## src/rtl/tmc_pkg.sv

```systemverilog
package tmc_pkg;

    localparam int NREF = 2;

    typedef enum logic [1:0] {
        MODE_FREE = 2'b00,
        MODE_REF1 = 2'b01,
        MODE_REF2 = 2'b10,
        MODE_HOLD = 2'b11
    } tmc_mode_e;

    typedef enum logic [1:0] {
        ALM_NONE = 2'b00,
        ALM_TUNE = 2'b01,
        ALM_LOR  = 2'b10,
        ALM_LOL  = 2'b11
    } tmc_alarm_e;

    typedef struct packed {
        logic             pin_b;
        logic             pin_a;
        logic [NREF-1:0]  lor;
        logic             lol;
        logic             tvl;
    } tmc_inputs_t;

    typedef struct packed {
        tmc_alarm_e code;
        logic       flag;
    } tmc_alarm_t;

    function automatic tmc_mode_e decode_mode(input logic a, input logic b);
        return tmc_mode_e'({b, a});
    endfunction

    function automatic logic [1:0] mux_code(input tmc_mode_e m);
        case (m)
            MODE_REF1: return 2'b01;
            MODE_REF2: return 2'b10;
            default:   return 2'b00;
        endcase
    endfunction

    function automatic logic selected_lor(input tmc_mode_e m, input logic [NREF-1:0] lor);
        case (m)
            MODE_REF1: return lor[0];
            MODE_REF2: return lor[1];
            default:   return 1'b0;
        endcase
    endfunction

    function automatic tmc_alarm_t encode_alarm(input tmc_mode_e m, input logic lol,
                                                input logic tvl, input logic lor_sel);
        tmc_alarm_t r;
        r.flag = 1'b1;
        r.code = ALM_NONE;
        if (m == MODE_REF1 || m == MODE_REF2) begin
            if (lol)          r.code = ALM_LOL;
            else if (lor_sel) r.code = ALM_LOR;
            else if (tvl)     r.code = ALM_TUNE;
            else              r.code = ALM_NONE;
            r.flag = (r.code != ALM_NONE);
        end
        return r;
    endfunction

endpackage

```

## src/rtl/tmc_sync.sv

```systemverilog
module tmc_sync #(
    parameter int W      = 1,
    parameter int STAGES = 2
) (
    input  logic         clk,
    input  logic         rst,
    input  logic [W-1:0] d,
    output logic [W-1:0] q
);
    logic [W-1:0] stg [STAGES];

    always_ff @(posedge clk) begin
        if (rst) begin
            for (int k = 0; k < STAGES; k++) stg[k] <= '0;
        end else begin
            stg[0] <= d;
            for (int k = 1; k < STAGES; k++) stg[k] <= stg[k-1];
        end
    end

    assign q = stg[STAGES-1];
endmodule

```

## src/rtl/tmc_scan.sv

```systemverilog
module tmc_scan #(
    parameter int SCAN_MS = 2
) (
    input  logic clk,
    input  logic rst,
    input  logic ms_tick,
    output logic scan
);
    localparam int CW = (SCAN_MS > 1) ? $clog2(SCAN_MS) : 1;
    localparam logic [CW-1:0] LAST = CW'(SCAN_MS - 1);

    logic [CW-1:0] cnt;

    always_ff @(posedge clk) begin
        if (rst) begin
            cnt <= '0;
        end else if (ms_tick) begin
            cnt <= (cnt == LAST) ? '0 : cnt + 1'b1;
        end
    end

    assign scan = ms_tick && (cnt == LAST);
endmodule

```

## src/rtl/tmc_lor_qual.sv

```systemverilog
module tmc_lor_qual #(
    parameter int N = 2
) (
    input  logic         clk,
    input  logic         rst,
    input  logic         scan,
    input  logic [N-1:0] lor_s,
    output logic [N-1:0] lor_next
);
    logic [N-1:0] seen;

    for (genvar g = 0; g < N; g++) begin : g_ref
        always_ff @(posedge clk) begin
            if (rst)       seen[g] <= 1'b0;
            else if (scan) seen[g] <= lor_s[g];
        end
        // qualified only when the previous scan also saw the loss
        assign lor_next[g] = lor_s[g] & seen[g];
    end
endmodule

```

## src/rtl/timing_mode_ctrl.sv

```systemverilog
module timing_mode_ctrl
    import tmc_pkg::*;
#(
    parameter int SCAN_MS     = 2,
    parameter int SYNC_STAGES = 2
) (
    input  logic            clk,
    input  logic            rst,
    input  logic            ms_tick,
    input  logic            ctl_a,
    input  logic            ctl_b,
    input  logic [NREF-1:0] ref_lost,
    input  logic            loop_unlock,
    input  logic            tune_limit,
    output logic [1:0]      src_sel,
    output logic            holdover_en,
    output logic [1:0]      mode_stat,
    output logic [1:0]      alarm_code,
    output logic            alarm_flag
);
    localparam int IW = $bits(tmc_inputs_t);

    tmc_inputs_t raw_in, syn_in;
    logic        scan;
    logic [NREF-1:0] lor_next;

    tmc_mode_e  mode_q, stat_q, mode_next;
    tmc_alarm_t alarm_q, alarm_next;

    assign raw_in = '{pin_b: ctl_b, pin_a: ctl_a, lor: ref_lost,
                      lol: loop_unlock, tvl: tune_limit};

    tmc_sync #(.W(IW), .STAGES(SYNC_STAGES)) u_sync (
        .clk (clk),
        .rst (rst),
        .d   (raw_in),
        .q   (syn_in)
    );

    tmc_scan #(.SCAN_MS(SCAN_MS)) u_scan (
        .clk     (clk),
        .rst     (rst),
        .ms_tick (ms_tick),
        .scan    (scan)
    );

    tmc_lor_qual #(.N(NREF)) u_lor (
        .clk      (clk),
        .rst      (rst),
        .scan     (scan),
        .lor_s    (syn_in.lor),
        .lor_next (lor_next)
    );

    always_comb begin
        mode_next  = decode_mode(syn_in.pin_a, syn_in.pin_b);
        alarm_next = encode_alarm(mode_next, syn_in.lol, syn_in.tvl,
                                  selected_lor(mode_next, lor_next));
    end

    always_ff @(posedge clk) begin
        if (rst) begin
            mode_q  <= MODE_FREE;
            stat_q  <= MODE_FREE;
            alarm_q <= '{code: ALM_NONE, flag: 1'b1};
        end else if (scan) begin
            mode_q  <= mode_next;
            stat_q  <= mode_q;
            alarm_q <= alarm_next;
        end
    end

    assign src_sel     = mux_code(mode_q);
    assign holdover_en = (mode_q == MODE_HOLD);
    assign mode_stat   = stat_q;
    assign alarm_code  = alarm_q.code;
    assign alarm_flag  = alarm_q.flag;
endmodule

```

## config.mk

```make
export PLATFORM = sky130hd
export DESIGN_NAME = timing_mode_ctrl
export DESIGN_NICKNAME = d
export VERILOG_FILES = /design/src/rtl/tmc_pkg.sv /design/src/rtl/tmc_sync.sv /design/src/rtl/tmc_scan.sv /design/src/rtl/tmc_lor_qual.sv /design/src/rtl/timing_mode_ctrl.sv
export SDC_FILE = /design/constraint.sdc
export NUM_CORES = 1
export LEC_CHECK = 0
export BUFFER_PORTS_ARGS = -buffer_cell sky130_fd_sc_hd__buf_2
export CAP_MARGIN = 20
export CORE_MARGIN = 5
export CORE_UTILIZATION = 50
export CTS_CLUSTER_DIAMETER = 30
export DETAILED_ROUTE_END_ITERATION = 8
export PLACE_DENSITY = 0.83
export SKIP_CTS_REPAIR_TIMING = 1
export SLEW_MARGIN = 10
export SYNTH_ARGS = -nofsm -noshare
export SYNTH_HDL_FRONTEND = slang
export SYNTH_SLANG_ARGS = --single-unit
```

## constraint.sdc

```tcl
create_clock -name clk -period 4 [get_ports clk]
set_input_delay 0.4 -clock clk [delete_from_list [all_inputs] [get_ports clk]]
set_output_delay 0.4 -clock clk [all_outputs]
set_load 0.02 [all_outputs]
```

==> out/results.ini <==
[clocking]
clk_path_buf_depth = 2
cts_tree = yes
numCtsBuffers = 3
root_buffer = clkbuf_4
insertion_delay_ns = 0.29
clk_pin_slew_worst_paths_ns = 0.10
htree_levels = 1
clock_sinks = 22

[timing]
setup_viol = 0
maxClockFrequency_mhz = 725.4
fin_ws_ns = 2.621
tns_ns = 0
drv_slew = 0
hold_viol_final = 0
slew_headroom_pct = 71.38
rsz0062_at_grt = false
finalCritPeriodShare_pct = 34.46
fin_worst_skew_ns = 0.001205
worst_slew_pin_slew_ns = 0.4293
fin_crit_ns = 1.379

[critical_path]
worst_path_max_delay_cell = dfxtp_1
arrival_ns = 1.55
path_cells = inv_1, ha_1, and4b_2, a22oi_2, o41ai_2
worst-path-max-fanout = 4
required_ns = 4.17
endpoint_kind = flop
critical_path_class = flop to flop
crit_path_start_kind = flop
critical-path-max-stage-delay_ns = 0.37

[placement]
globalplace.congestion = 0.7634
portBuffers = 16
dp.final_hpwl_um = 845.9
place_ws_ns = 2.631

[floorplanning]
initial_core_util_pct = 52.87
die_h_um = 50.15
dieArea_um2 = 2515
ios = 17
rows = 14
die_w_um = 50.15
fp.coreArea_um2 = 1524

[routing]
drc = 0
drt_iter0_markers = 5
avgViaCountPerCell = 4.813
num_vias = 539
dr.pass1.iters = 3
wire_per_inst_um = 10.20
drtAntennaViolNets = 0
wl_mm = 1.142

[flow_run]
max_cap_violations = 0

[global_routing]
grt_pass1_vias = 465
grt_max_degree = 27
grt_first_pass_wirelength_mm = 1.980
overflow = 0
grt_usage_pct = 10.01
antenna_found_initial = 0

[logic_synthesis]
avgSynthCellArea_um2 = 9.827
syn_area_um2 = 805.8
syn_nets = 93
yosysWarnings = 0
synth_area_leaders = dfxtp_1 55%, nor2b_1 12%, nand2_1 5.6%
synth_seq_area_share_pct = 54.66
synth.largest_area_cell = dfxtp_1
synthCells = 82
ys_types = 21
ys_ff_latch = 22
synth_top_area_share_pct = 54.66

[status]
status = completed

[pwr]
vdd_drop_max_mv = 0.2408
cellLeakagePower_uw = 0.0003761
power.density_nw_per_um2 = 385.9

[layout]
fill_cells = 133
mostFrequentLayoutCells = 22 x dfxtp_1, 16 x buf_2, 15 x nor2b_1, 12 x nand2_1, 7 x a21oi_1
fin_nets = 109
final_common_cell = dfxtp_1
num_antenna_cells = 0
utilization_pct = 58.70
area_growth_pct = 11.02
layout-drive-gt1-share_pct = 23.96

[hold_path]
hp-class = input port to flop

## through the flow
| step | instances | hold slack, ns | cell area (µm²) | power, µW |
|---|---|---|---|---|
| 3_3_place_gp | 109 | 0.4179 | 872.1 | 257.8 |
| 3_5_place_dp | 109 | 0.4212 | 872.1 | 258.7 |
| 5_1_grt | 112 | 0.2905 | 894.6 | 367.3 |
| 6_report | 112 | 0.3112 | 894.6 | 345.2 |
| 4_1_cts | 112 | 0.2997 | 894.6 | 352.9 |
| 2_1_floorplan | 82 | 0.4138 | 805.8 | 253.8 |
## cells by family (layout without fill, tap and decap cells)
| family | count (synthesis) | count (layout) | synth area share [%] |
|---|---|---|---|
| AO/OA/AOI/OAI | 12 | 12 | 10.56 |
| AND/OR/NAND/NOR | 37 | 37 | 25.00 |
| buffers and inverters | 8 | 22 | 5.590 |
| flip-flops | 22 | 22 | 54.66 |
| XOR/XNOR | 1 | 1 | 1.087 |
| adder cells (fa/ha/maj) | 2 | 2 | 3.105 |
## registers in the layout (all words and copies together), names as in the netlist
signal / cells
mode_stat: 2
u_lor.seen: 2
mode_q: 2
alarm_code: 2
alarm_flag: 1
u_sync.stg: 12
u_scan.cnt: 1
## critical path: cells and delay by family, from the launching register on
family | cells | cell delay (ns)
simple gates | 1 | 0.26
compound gates | 2 | 0.25
fa+ha+maj | 1 | 0.34
flops | 1 | 0.37
buf+inv | 1 | 0.05
## Yosys cell counts, drive strengths merged
cell type,number
ha,2
nor2b,15
buf,5
and3,1
dfxtp,22
o2bb2ai,1
xnor2,1
a31oi,2
o41ai,1
nand2,13
inv,3
a21oi,7
nor3,2
a22oi,1
nor2,2
and4b,1
and2,2
nor4b,1
## path summary, 6_finish.rpt
path	start	end	slack, ns	cells after the start
max reg2reg	u_sync.stg[0][10]	alarm_code[1]	2.62	5
max	u_sync.stg[0][10]	alarm_code[1]	2.62	5
min	ref_lost[0]	u_sync.stg[0][2]	0.31	2
min reg2reg	u_sync.stg[0][4]	u_sync.stg[0][10]	0.45	1
## power by group
part           total [µW]  switching, µW  internal, µW
Sequential            230           3.74           227
Clock                91.9           56.9          35.0
Combinational        23.0           13.0          9.98
## metal layers
metal | wire length, µm | track usage [%] | share of wire, % | up-vias
li1 | - | - | - | 295
met1 | 541 | 12.82 | 47 | 229
met2 | 500 | 15.06 | 44 | 15
met3 | 101 | 3.846 | 8.8 | 0
met4 | 0 | 3.930 | 0 | 0
met5 | 0 | 0 | 0 | -
## area by class of cell
cell class	count	area (µm²)	share of cell area [%]
well taps	16	20.02	2.238
inverters	3	11.26	1.259
clock buffers	3	22.52	2.517
multi-input cells	52	320.3	35.80
flip-flops and latches	22	440.4	49.23
repair buffers	16	80.08	8.951
Note: power is estimated with default switching activity, not from simulation.
